===== src/rtl/vcsr_pkg.sv =====
package vcsr_pkg;
  localparam int ADDR_W = 12;
  localparam int DATA_W = 32;
  localparam int DIM_W  = 16;
  localparam int ILC_W  = 4;

  localparam logic [ADDR_W-1:0] OFF_IDENT = 12'h000;
  localparam logic [ADDR_W-1:0] OFF_REV   = 12'h004;
  localparam logic [ADDR_W-1:0] OFF_MODE  = 12'h008;
  localparam logic [ADDR_W-1:0] OFF_DBG   = 12'h00C;
  localparam logic [ADDR_W-1:0] OFF_XW    = 12'h120;
  localparam logic [ADDR_W-1:0] OFF_XH    = 12'h124;
  localparam logic [ADDR_W-1:0] OFF_ILACE = 12'h128;
  localparam logic [ADDR_W-1:0] OFF_STAT  = 12'h140;
  localparam logic [ADDR_W-1:0] OFF_FCNT  = 12'h144;
  localparam logic [ADDR_W-1:0] OFF_RUN   = 12'h154;
  localparam logic [ADDR_W-1:0] OFF_FCLR  = 12'h158;

  localparam logic [DATA_W-1:0] IDENT_WORD = 32'h6AF7_023D;

  typedef struct packed {
    logic [DIM_W-1:0] width;
    logic [DIM_W-1:0] height;
    logic [ILC_W-1:0] ilace;
  } fmt_cfg_t;

  // Pixels in a line including the one arriving with the end-of-line strobe.
  function automatic logic [DIM_W-1:0] line_len(input logic [DIM_W-1:0] seen, input logic px);
    return seen + {{(DIM_W-1){1'b0}}, px};
  endfunction

  // Frame verdict: any bad line or a wrong line total marks a mismatch.
  function automatic logic frame_bad(input logic any_bad_line,
                                     input logic [DIM_W-1:0] lines,
                                     input logic [DIM_W-1:0] exp_lines);
    return any_bad_line || (lines != exp_lines);
  endfunction
endpackage


===== src/rtl/vcsr_run_ctrl.sv =====
module vcsr_run_ctrl (
  input  logic clk,
  input  logic rst_n,
  input  logic run,
  input  logic sof,
  input  logic eof,
  output logic frame_go,
  output logic in_frame,
  output logic frame_start,
  output logic frame_end
);
  logic open_q;

  assign frame_go    = run && !open_q;
  assign frame_start = sof && frame_go;
  assign frame_end   = open_q && eof;
  assign in_frame    = open_q;

  always_ff @(posedge clk) begin
    if (!rst_n)           open_q <= 1'b0;
    else if (frame_start) open_q <= 1'b1;
    else if (frame_end)   open_q <= 1'b0;
  end
endmodule


===== src/rtl/vcsr_frame_mon.sv =====
module vcsr_frame_mon
  import vcsr_pkg::*;
#(
  parameter int CNT_W   = 32,
  parameter bit LOW_LAT = 1'b1
) (
  input  logic             clk,
  input  logic             rst_n,
  input  logic             in_frame,
  input  logic             frame_start,
  input  logic             frame_end,
  input  logic             pix_vld,
  input  logic             eol,
  input  fmt_cfg_t         cfg,
  input  logic             cnt_clr,
  output logic             busy,
  output logic             done,
  output logic             mismatch,
  output logic [CNT_W-1:0] field_cnt
);
  logic [DIM_W-1:0] pix_q, line_q;
  logic             bad_q, busy_q, done_q, mis_q;
  logic [CNT_W-1:0] fcnt_q;

  logic             line_end, line_bad;
  logic [DIM_W-1:0] len_now, lines_now;

  assign line_end  = in_frame && eol;
  assign len_now   = line_len(pix_q, pix_vld);
  assign line_bad  = line_end && (len_now != cfg.width);
  assign lines_now = line_q + {{(DIM_W-1){1'b0}}, line_end};

  always_ff @(posedge clk) begin
    if (!rst_n) begin
      pix_q  <= '0;
      line_q <= '0;
      bad_q  <= 1'b0;
    end else if (frame_start) begin
      pix_q  <= '0;
      line_q <= '0;
      bad_q  <= 1'b0;
    end else if (in_frame) begin
      if (line_end) begin
        pix_q  <= '0;
        line_q <= lines_now;
        bad_q  <= bad_q | line_bad;
      end else if (pix_vld) begin
        pix_q <= pix_q + 1'b1;
      end
    end
  end

  always_ff @(posedge clk) begin
    if (!rst_n) begin
      done_q <= 1'b0;
      mis_q  <= 1'b0;
    end else if (frame_end) begin
      done_q <= 1'b1;
      mis_q  <= frame_bad(bad_q | line_bad, lines_now, cfg.height);
    end
  end

  always_ff @(posedge clk) begin
    if (!rst_n)         fcnt_q <= '0;
    else if (cnt_clr)   fcnt_q <= '0;
    else if (frame_end) fcnt_q <= fcnt_q + 1'b1;
  end

  generate
    if (LOW_LAT) begin : g_busy_ll
      logic lines_met, last_line;
      assign lines_met = line_q >= cfg.height;
      assign last_line = line_end && (lines_now == cfg.height);
      always_ff @(posedge clk) begin
        if (!rst_n)                        busy_q <= 1'b0;
        else if (frame_end || last_line)   busy_q <= 1'b0;
        else if (in_frame && pix_vld && !lines_met) busy_q <= 1'b1;
      end
    end else begin : g_busy_frame
      always_ff @(posedge clk) begin
        if (!rst_n)           busy_q <= 1'b0;
        else if (frame_start) busy_q <= 1'b1;
        else if (frame_end)   busy_q <= 1'b0;
      end
    end
  endgenerate

  assign busy      = busy_q;
  assign done      = done_q;
  assign mismatch  = mis_q;
  assign field_cnt = fcnt_q;
endmodule


===== src/rtl/vcsr_regfile.sv =====
module vcsr_regfile
  import vcsr_pkg::*;
#(
  parameter logic [DATA_W-1:0] REV_WORD  = 32'h0101_0001,
  parameter int                MODE_CODE = 0,
  parameter bit                DEBUG_EN  = 1'b1,
  parameter int                CNT_W     = 32
) (
  input  logic              clk,
  input  logic              rst_n,
  input  logic              wr_en,
  input  logic              rd_en,
  input  logic [ADDR_W-1:0] addr,
  input  logic [DATA_W-1:0] wdata,
  output logic [DATA_W-1:0] rdata,
  output logic              rvalid,
  input  logic              busy,
  input  logic              done,
  input  logic              mismatch,
  input  logic [CNT_W-1:0]  field_cnt,
  output logic              run,
  output fmt_cfg_t          cfg,
  output logic              cnt_clr,
  output logic              run_wr
);
  localparam logic [DATA_W-1:0] MODE_WORD = DATA_W'(MODE_CODE);
  localparam logic [DATA_W-1:0] DBG_WORD  = DATA_W'(DEBUG_EN);

  logic              run_q;
  fmt_cfg_t          cfg_q;
  logic [DATA_W-1:0] rd_word, rdata_q;
  logic              rvalid_q;

  assign cnt_clr = wr_en && (addr == OFF_FCLR);
  assign run_wr  = wr_en && (addr == OFF_RUN);

  always_ff @(posedge clk) begin
    if (!rst_n) begin
      run_q <= 1'b0;
      cfg_q <= '0;
    end else if (wr_en) begin
      case (addr)
        OFF_XW:    cfg_q.width  <= wdata[DIM_W-1:0];
        OFF_XH:    cfg_q.height <= wdata[DIM_W-1:0];
        OFF_ILACE: cfg_q.ilace  <= wdata[ILC_W-1:0];
        OFF_RUN:   run_q        <= wdata[0];
        default:   ;
      endcase
    end
  end

  always_comb begin
    case (addr)
      OFF_IDENT: rd_word = IDENT_WORD;
      OFF_REV:   rd_word = REV_WORD;
      OFF_MODE:  rd_word = MODE_WORD;
      OFF_DBG:   rd_word = DBG_WORD;
      OFF_XW:    rd_word = DATA_W'(cfg_q.width);
      OFF_XH:    rd_word = DATA_W'(cfg_q.height);
      OFF_ILACE: rd_word = DATA_W'(cfg_q.ilace);
      OFF_STAT:  rd_word = {{(DATA_W-3){1'b0}}, mismatch, done, busy};
      OFF_FCNT:  rd_word = DATA_W'(field_cnt);
      OFF_RUN:   rd_word = {{(DATA_W-1){1'b0}}, run_q};
      default:   rd_word = '0;
    endcase
  end

  always_ff @(posedge clk) begin
    if (!rst_n) begin
      rdata_q  <= '0;
      rvalid_q <= 1'b0;
    end else begin
      rvalid_q <= rd_en;
      rdata_q  <= rd_en ? rd_word : '0;
    end
  end

  assign rdata  = rdata_q;
  assign rvalid = rvalid_q;
  assign run    = run_q;
  assign cfg    = cfg_q;
endmodule


===== src/rtl/vid_ctl_regs.sv =====
module vid_ctl_regs
  import vcsr_pkg::*;
#(
  parameter logic [DATA_W-1:0] REV_WORD    = 32'h0101_0001,
  parameter int                MODE_CODE   = 0,
  parameter bit                DEBUG_EN    = 1'b1,
  parameter bit                LOW_LATENCY = 1'b1,
  parameter int                CNT_W       = 32
) (
  input  logic              clk,
  input  logic              rst_n,
  input  logic              wr_en,
  input  logic              rd_en,
  input  logic [ADDR_W-1:0] addr,
  input  logic [DATA_W-1:0] wdata,
  output logic [DATA_W-1:0] rdata,
  output logic              rvalid,
  input  logic              sof,
  input  logic              pix_vld,
  input  logic              eol,
  input  logic              eof,
  output logic              frame_go
);
  logic             run_q, run_wr, cnt_clr;
  logic             in_frame, frame_start, frame_end;
  logic             busy, done, mismatch;
  logic [CNT_W-1:0] field_cnt;
  fmt_cfg_t         cfg;

  vcsr_regfile #(
    .REV_WORD(REV_WORD), .MODE_CODE(MODE_CODE), .DEBUG_EN(DEBUG_EN), .CNT_W(CNT_W)
  ) u_regs (
    .clk(clk), .rst_n(rst_n), .wr_en(wr_en), .rd_en(rd_en), .addr(addr),
    .wdata(wdata), .rdata(rdata), .rvalid(rvalid), .busy(busy), .done(done),
    .mismatch(mismatch), .field_cnt(field_cnt), .run(run_q), .cfg(cfg),
    .cnt_clr(cnt_clr), .run_wr(run_wr)
  );

  vcsr_run_ctrl u_run (
    .clk(clk), .rst_n(rst_n), .run(run_q), .sof(sof), .eof(eof),
    .frame_go(frame_go), .in_frame(in_frame), .frame_start(frame_start),
    .frame_end(frame_end)
  );

  vcsr_frame_mon #(.CNT_W(CNT_W), .LOW_LAT(LOW_LATENCY)) u_mon (
    .clk(clk), .rst_n(rst_n), .in_frame(in_frame), .frame_start(frame_start),
    .frame_end(frame_end), .pix_vld(pix_vld), .eol(eol), .cfg(cfg),
    .cnt_clr(cnt_clr), .busy(busy), .done(done), .mismatch(mismatch),
    .field_cnt(field_cnt)
  );
endmodule


===== config.mk =====
export PLATFORM = sky130hd
export DESIGN_NAME = vid_ctl_regs
export DESIGN_NICKNAME = d
export VERILOG_FILES = /design/src/rtl/vcsr_pkg.sv /design/src/rtl/vcsr_run_ctrl.sv /design/src/rtl/vcsr_frame_mon.sv /design/src/rtl/vcsr_regfile.sv /design/src/rtl/vid_ctl_regs.sv
export SDC_FILE = /design/constraint.sdc
export NUM_CORES = 1
export LEC_CHECK = 0
export ABC_AREA = 0
export BUFFER_PORTS_ARGS = -buffer_cell sky130_fd_sc_hd__buf_2
export CORE_MARGIN = 5
export CORE_UTILIZATION = 55
export DETAILED_ROUTE_END_ITERATION = 10
export PLACE_DENSITY = 0.74
export SLEW_MARGIN = 20
export SYNTH_ARGS = -nofsm -noshare
export SYNTH_HDL_FRONTEND = slang
export SYNTH_SLANG_ARGS = --single-unit

===== constraint.sdc =====
create_clock -name clk -period 4 [get_ports clk]
set_clock_uncertainty 0.2 [all_clocks]
set_input_delay 0.4 -clock clk [delete_from_list [all_inputs] [get_ports clk]]
set_output_delay 0.4 -clock clk [all_outputs]
set_load 0.02 [all_outputs]

==> impl_metrics.toml <==
[cts]
cts.root.buffer_cell = "sky130_fd_sc_hd__clkbuf_16"
cts.sink_count = 139
htree_num_levels = 4
cts_made_buffers = 17
cts_hold_buf = 0
tritoncts = "done"
cts-resized-gates = 0
clk_pin_slew_worst_paths_ns = 0.07
post_cts.repair.setup_buffers = 0
clk_latency_ns = 0.43
clockBufferDepth = 2

[yosys]
synth_top_family_by_area = "simple AND/OR/NAND/NOR gates"
synth_flop_cell = "sky130_fd_sc_hd__dfxtp_1"
cell_area_after_technology_mapping_sq_um = 7092
post_synth_arst_share = 0
syn_inst = 855
biggest_area_consumer_among_synthesized_cells = "sky130_fd_sc_hd__dfxtp_1"
post_synth_most_frequent_cells = "sky130_fd_sc_hd__dfxtp_1 (139), sky130_fd_sc_hd__nand2_1 (98), sky130_fd_sc_hd__nor2_1 (92), sky130_fd_sc_hd__nand3_1 (62), sky130_fd_sc_hd__xnor2_1 (53)"
ys_ff_latch = 139
synth.area.top_cells = "sky130_fd_sc_hd__dfxtp_1 (39%), sky130_fd_sc_hd__xnor2_1 (6.5%), sky130_fd_sc_hd__nand2_1 (5.2%)"
synth_adder_area_share = 0.04058
yosysMostFrequentCell = "sky130_fd_sc_hd__dfxtp_1"
yosys.area.top_type_share = 0.3924
synth_edf_count = 0
ys_seq_area_frac = 0.3924
synthSimpleGateAreaFrac = 0.2523
synth_xor_xnor_area_share = 0.1110
avg_synthesized_cell_area_sq_um = 8.295
synth_compound_area_frac = 0.1436
synth.lib_cells_used.distinct = 55
synth-warning-count = 0
mappedNetlistNets = 930
yosys-mux-area-fraction = 0.01782

[grt]
top_usage_layer = "met2"
use_met3 = 0.07228
grt_first_pass_wirelength_mm = 29.26
maximum_number_of_pins_on_one_net_before_global_route_repair = 45
grt_usage = 0.2461
first_global_vias = 5803
grt_remaining_overflow = 0
grtUsageMet1 = 0.3086
met2_usage = 0.4013
antenna_violations_before_repair = 0

[pwr]
clockPowerShare = 0.519
powerDensity_nw_per_um2 = 369.9
internal_power_uw = 2306
net_switching_component_of_the_power_uw = 714.4
cellLeakagePower_uw = 0.002919
irDropWorstVdd_mv = 0.5027
combPwrFrac = 0.022
fraction_of_power_consumed_by_sequential_logic = 0.458
swShare = 0.2365

[worst_setup_path]
path_max_fanout = 7
worst-endpoint-required_ns = 4.10
worst-endpoint-arrival_ns = 3.30
worst_r2r_path_depth = 11
timing.critical_path.slowest_stage_cell = "sky130_fd_sc_hd__nor4_1"
critical_path.max_stage_delay_ns = 0.53
worstSetupStartpointType = "flop"
path_cells = "nand2_1 > inv_1 > ha_1 > ha_1 > nand4_1 > nor2_1 > xnor2_1 > a2111oi_0 > nand3_1 > nor4_1 > a31oi_1"
critical_path_class = "reg2reg"
timing.critical_path.mode_cell = "sky130_fd_sc_hd__ha_1"
end_kind = "flop"

[cells_and_area]
multiInputGateArea_sq_um = 4043
final_cell_area_sq_um = 8165
synthToLayoutAreaGrowth_pct = 15.14
final_layout_size_suffix_gt1_frac = 0.1405
regArea_sq_um = 2783
filler_cell_count = 1127
final_nets = 980
final_util = 0.6470
antenna_cells_inserted = 0

[die]
floorplan.die_area_sq_um = 15260
number_of_core_rows = 41
i_o_pins = 86
dieWidth_um = 123.6
fp.coreArea_sq_um = 12620
die_height_um = 123.6
start_util = 0.5620

[timing]
final-setup-viol-count = 0
fmaxAchievable_mhz = 312.5
unrepaired_setup_endpoints_after_global_routing = "no"
worstMarginPinSlew_ns = 0.6844
min_period_over_period = 0.8000
max-slew-margin-rel = 0.5437
fin_max_slew_vios = 0
layout_min_cycle_time_ns = 3.200
timing_hold_violations_final = 0
finalSetupTns_ns = 0

[detailed_routing]
drt_total_wl_mm = 17.73
drc = 0
drt-wirelength-per-cell_um = 16.26
detailedRoute.firstIterationViolations = 486
vias_per_cell = 5.684
vias = 6196
detail-route-antenna-nets = 0
drtPass1Iterations = 9

[placement]
io_buffers = 69
placed_cell_area_sq_um = 7575
place_hpwl_mm = 12.85
gpl.final_weighted_congestion = 0.9280

[outcome]
outcome = "completed"

[hold_path]
holdPathStages = 3
hold_path.class = "in2reg"

[job]
timing.max_cap.violations = 0
-- path summary, 6_finish.rpt --
check,end,start,slack (ns)
setup / recovery,u_mon.mismatch$_SDFFE_PN0P_,u_run.in_frame$_SDFFE_PN0P_,0.80
setup reg to reg,u_mon.mismatch$_SDFFE_PN0P_,u_run.in_frame$_SDFFE_PN0P_,0.80
hold reg to reg,u_regs.rdata[31]$_SDFF_PN0_,u_mon.field_cnt[31]$_SDFFE_PP0P_,0.25
hold / removal,u_regs.cfg[15]$_SDFFE_PN0P_,wdata[11],0.04
-- metrics by stage --
step / power [uW] / setup slack [ns] / hold slack (ns) / cells
after CTS: 3039 / 0.7847 / 0.02906 / 1090
final: 3021 / 0.7999 / 0.04362 / 1090
after detailed placement: 1482 / 0.5844 / 0.2428 / 1058
after floorplan: 1448 / 1.167 / 0.2181 / 855
after global routing: 3114 / 0.4740 / 0.04453 / 1090
after global placement: 1482 / 0.6825 / 0.2344 / 1058
-- kinds of logic after synthesis --
| group | after synthesis |
|---|---|
| buffers and inverters | 76 |
| xor gates and xnor gates | 89 |
| DFF | 139 |
| AOI/OAI and AO/OA | 151 |
| muxes | 12 |
| and+or+nand+nor | 365 |
| adders and majority gates | 23 |
-- sequential cells by signal, summed over array words and instances, names as in the netlist --
register and flops:
u_mon.field_cnt 32, u_run.in_frame 1, u_mon.mismatch 1, u_mon.line_q 16
u_mon.busy 1, u_mon.pix_q 16, u_mon.bad_q 1, u_regs.rvalid 1
u_regs.rdata 32, u_mon.done 1, u_regs.cfg 36, u_regs.run 1
-- critical path: cells and delay by family (launching register included) --
kind                       cells  cell delay (ns)
buffers and inverters          1             0.21
adders and majority gates      2             0.44
DFF                            1             0.32
and+or+nand+nor                5             1.19
xor gates and xnor gates       1             0.08
AOI/OAI and AO/OA              2             0.63
-- per-layer routing --
layer	vias to the layer above	wire, um
met3	25	1145
met4	0	376
met2	136	8437
li1	3100	-
met5	-	0
met1	2935	7769
-- power groups by stage --
stage	logic, uW	clock network, uW	registers, uW
after floorplan	31.2	0	1420
after global placement	66.4	0	1420
after detailed placement	66.8	0	1420
after CTS	67.0	1590	1380
after global routing	72.5	1660	1380
final	67.5	1570	1380
-- placed cells by master, fill, tap and decap left out, drive strengths merged, types with 4 or more instances in the layout --
cell type,synthesis,routed
dfxtp,139,139
xor2,36,36
a31oi,12,12
a22oi,8,8
nor2b,6,6
and2,7,7
nor3,14,14
nand2,98,98
a222oi,10,10
a21o,6,6
and4b,4,4
or2,4,4
buf,8,78
ha,23,23
or3,10,10
o21ai,22,22
nand2b,5,5
nor2,92,92
mux2i,7,7
xnor2,53,53
a21boi,33,33
nor3b,5,5
nor4,7,7
and4,7,7
clkbuf,39,18
a21oi,38,38
nand4,20,20
and3,14,14
nand3,62,62
mux2,5,5
inv,29,37
o2111ai,4,4
-- final cells by class --
type / count / share of cell area
Timing Repair Buffer: 78 / 0.05210
Sequential cell: 139 / 0.3408
Multi-Input combinational cell: 640 / 0.4951
Clock buffer: 18 / 0.05378
Clock inverter: 14 / 0.01854
Inverter: 29 / 0.01333
Tap cell: 172 / 0.02636
Power figures use the tool's default switching activity.
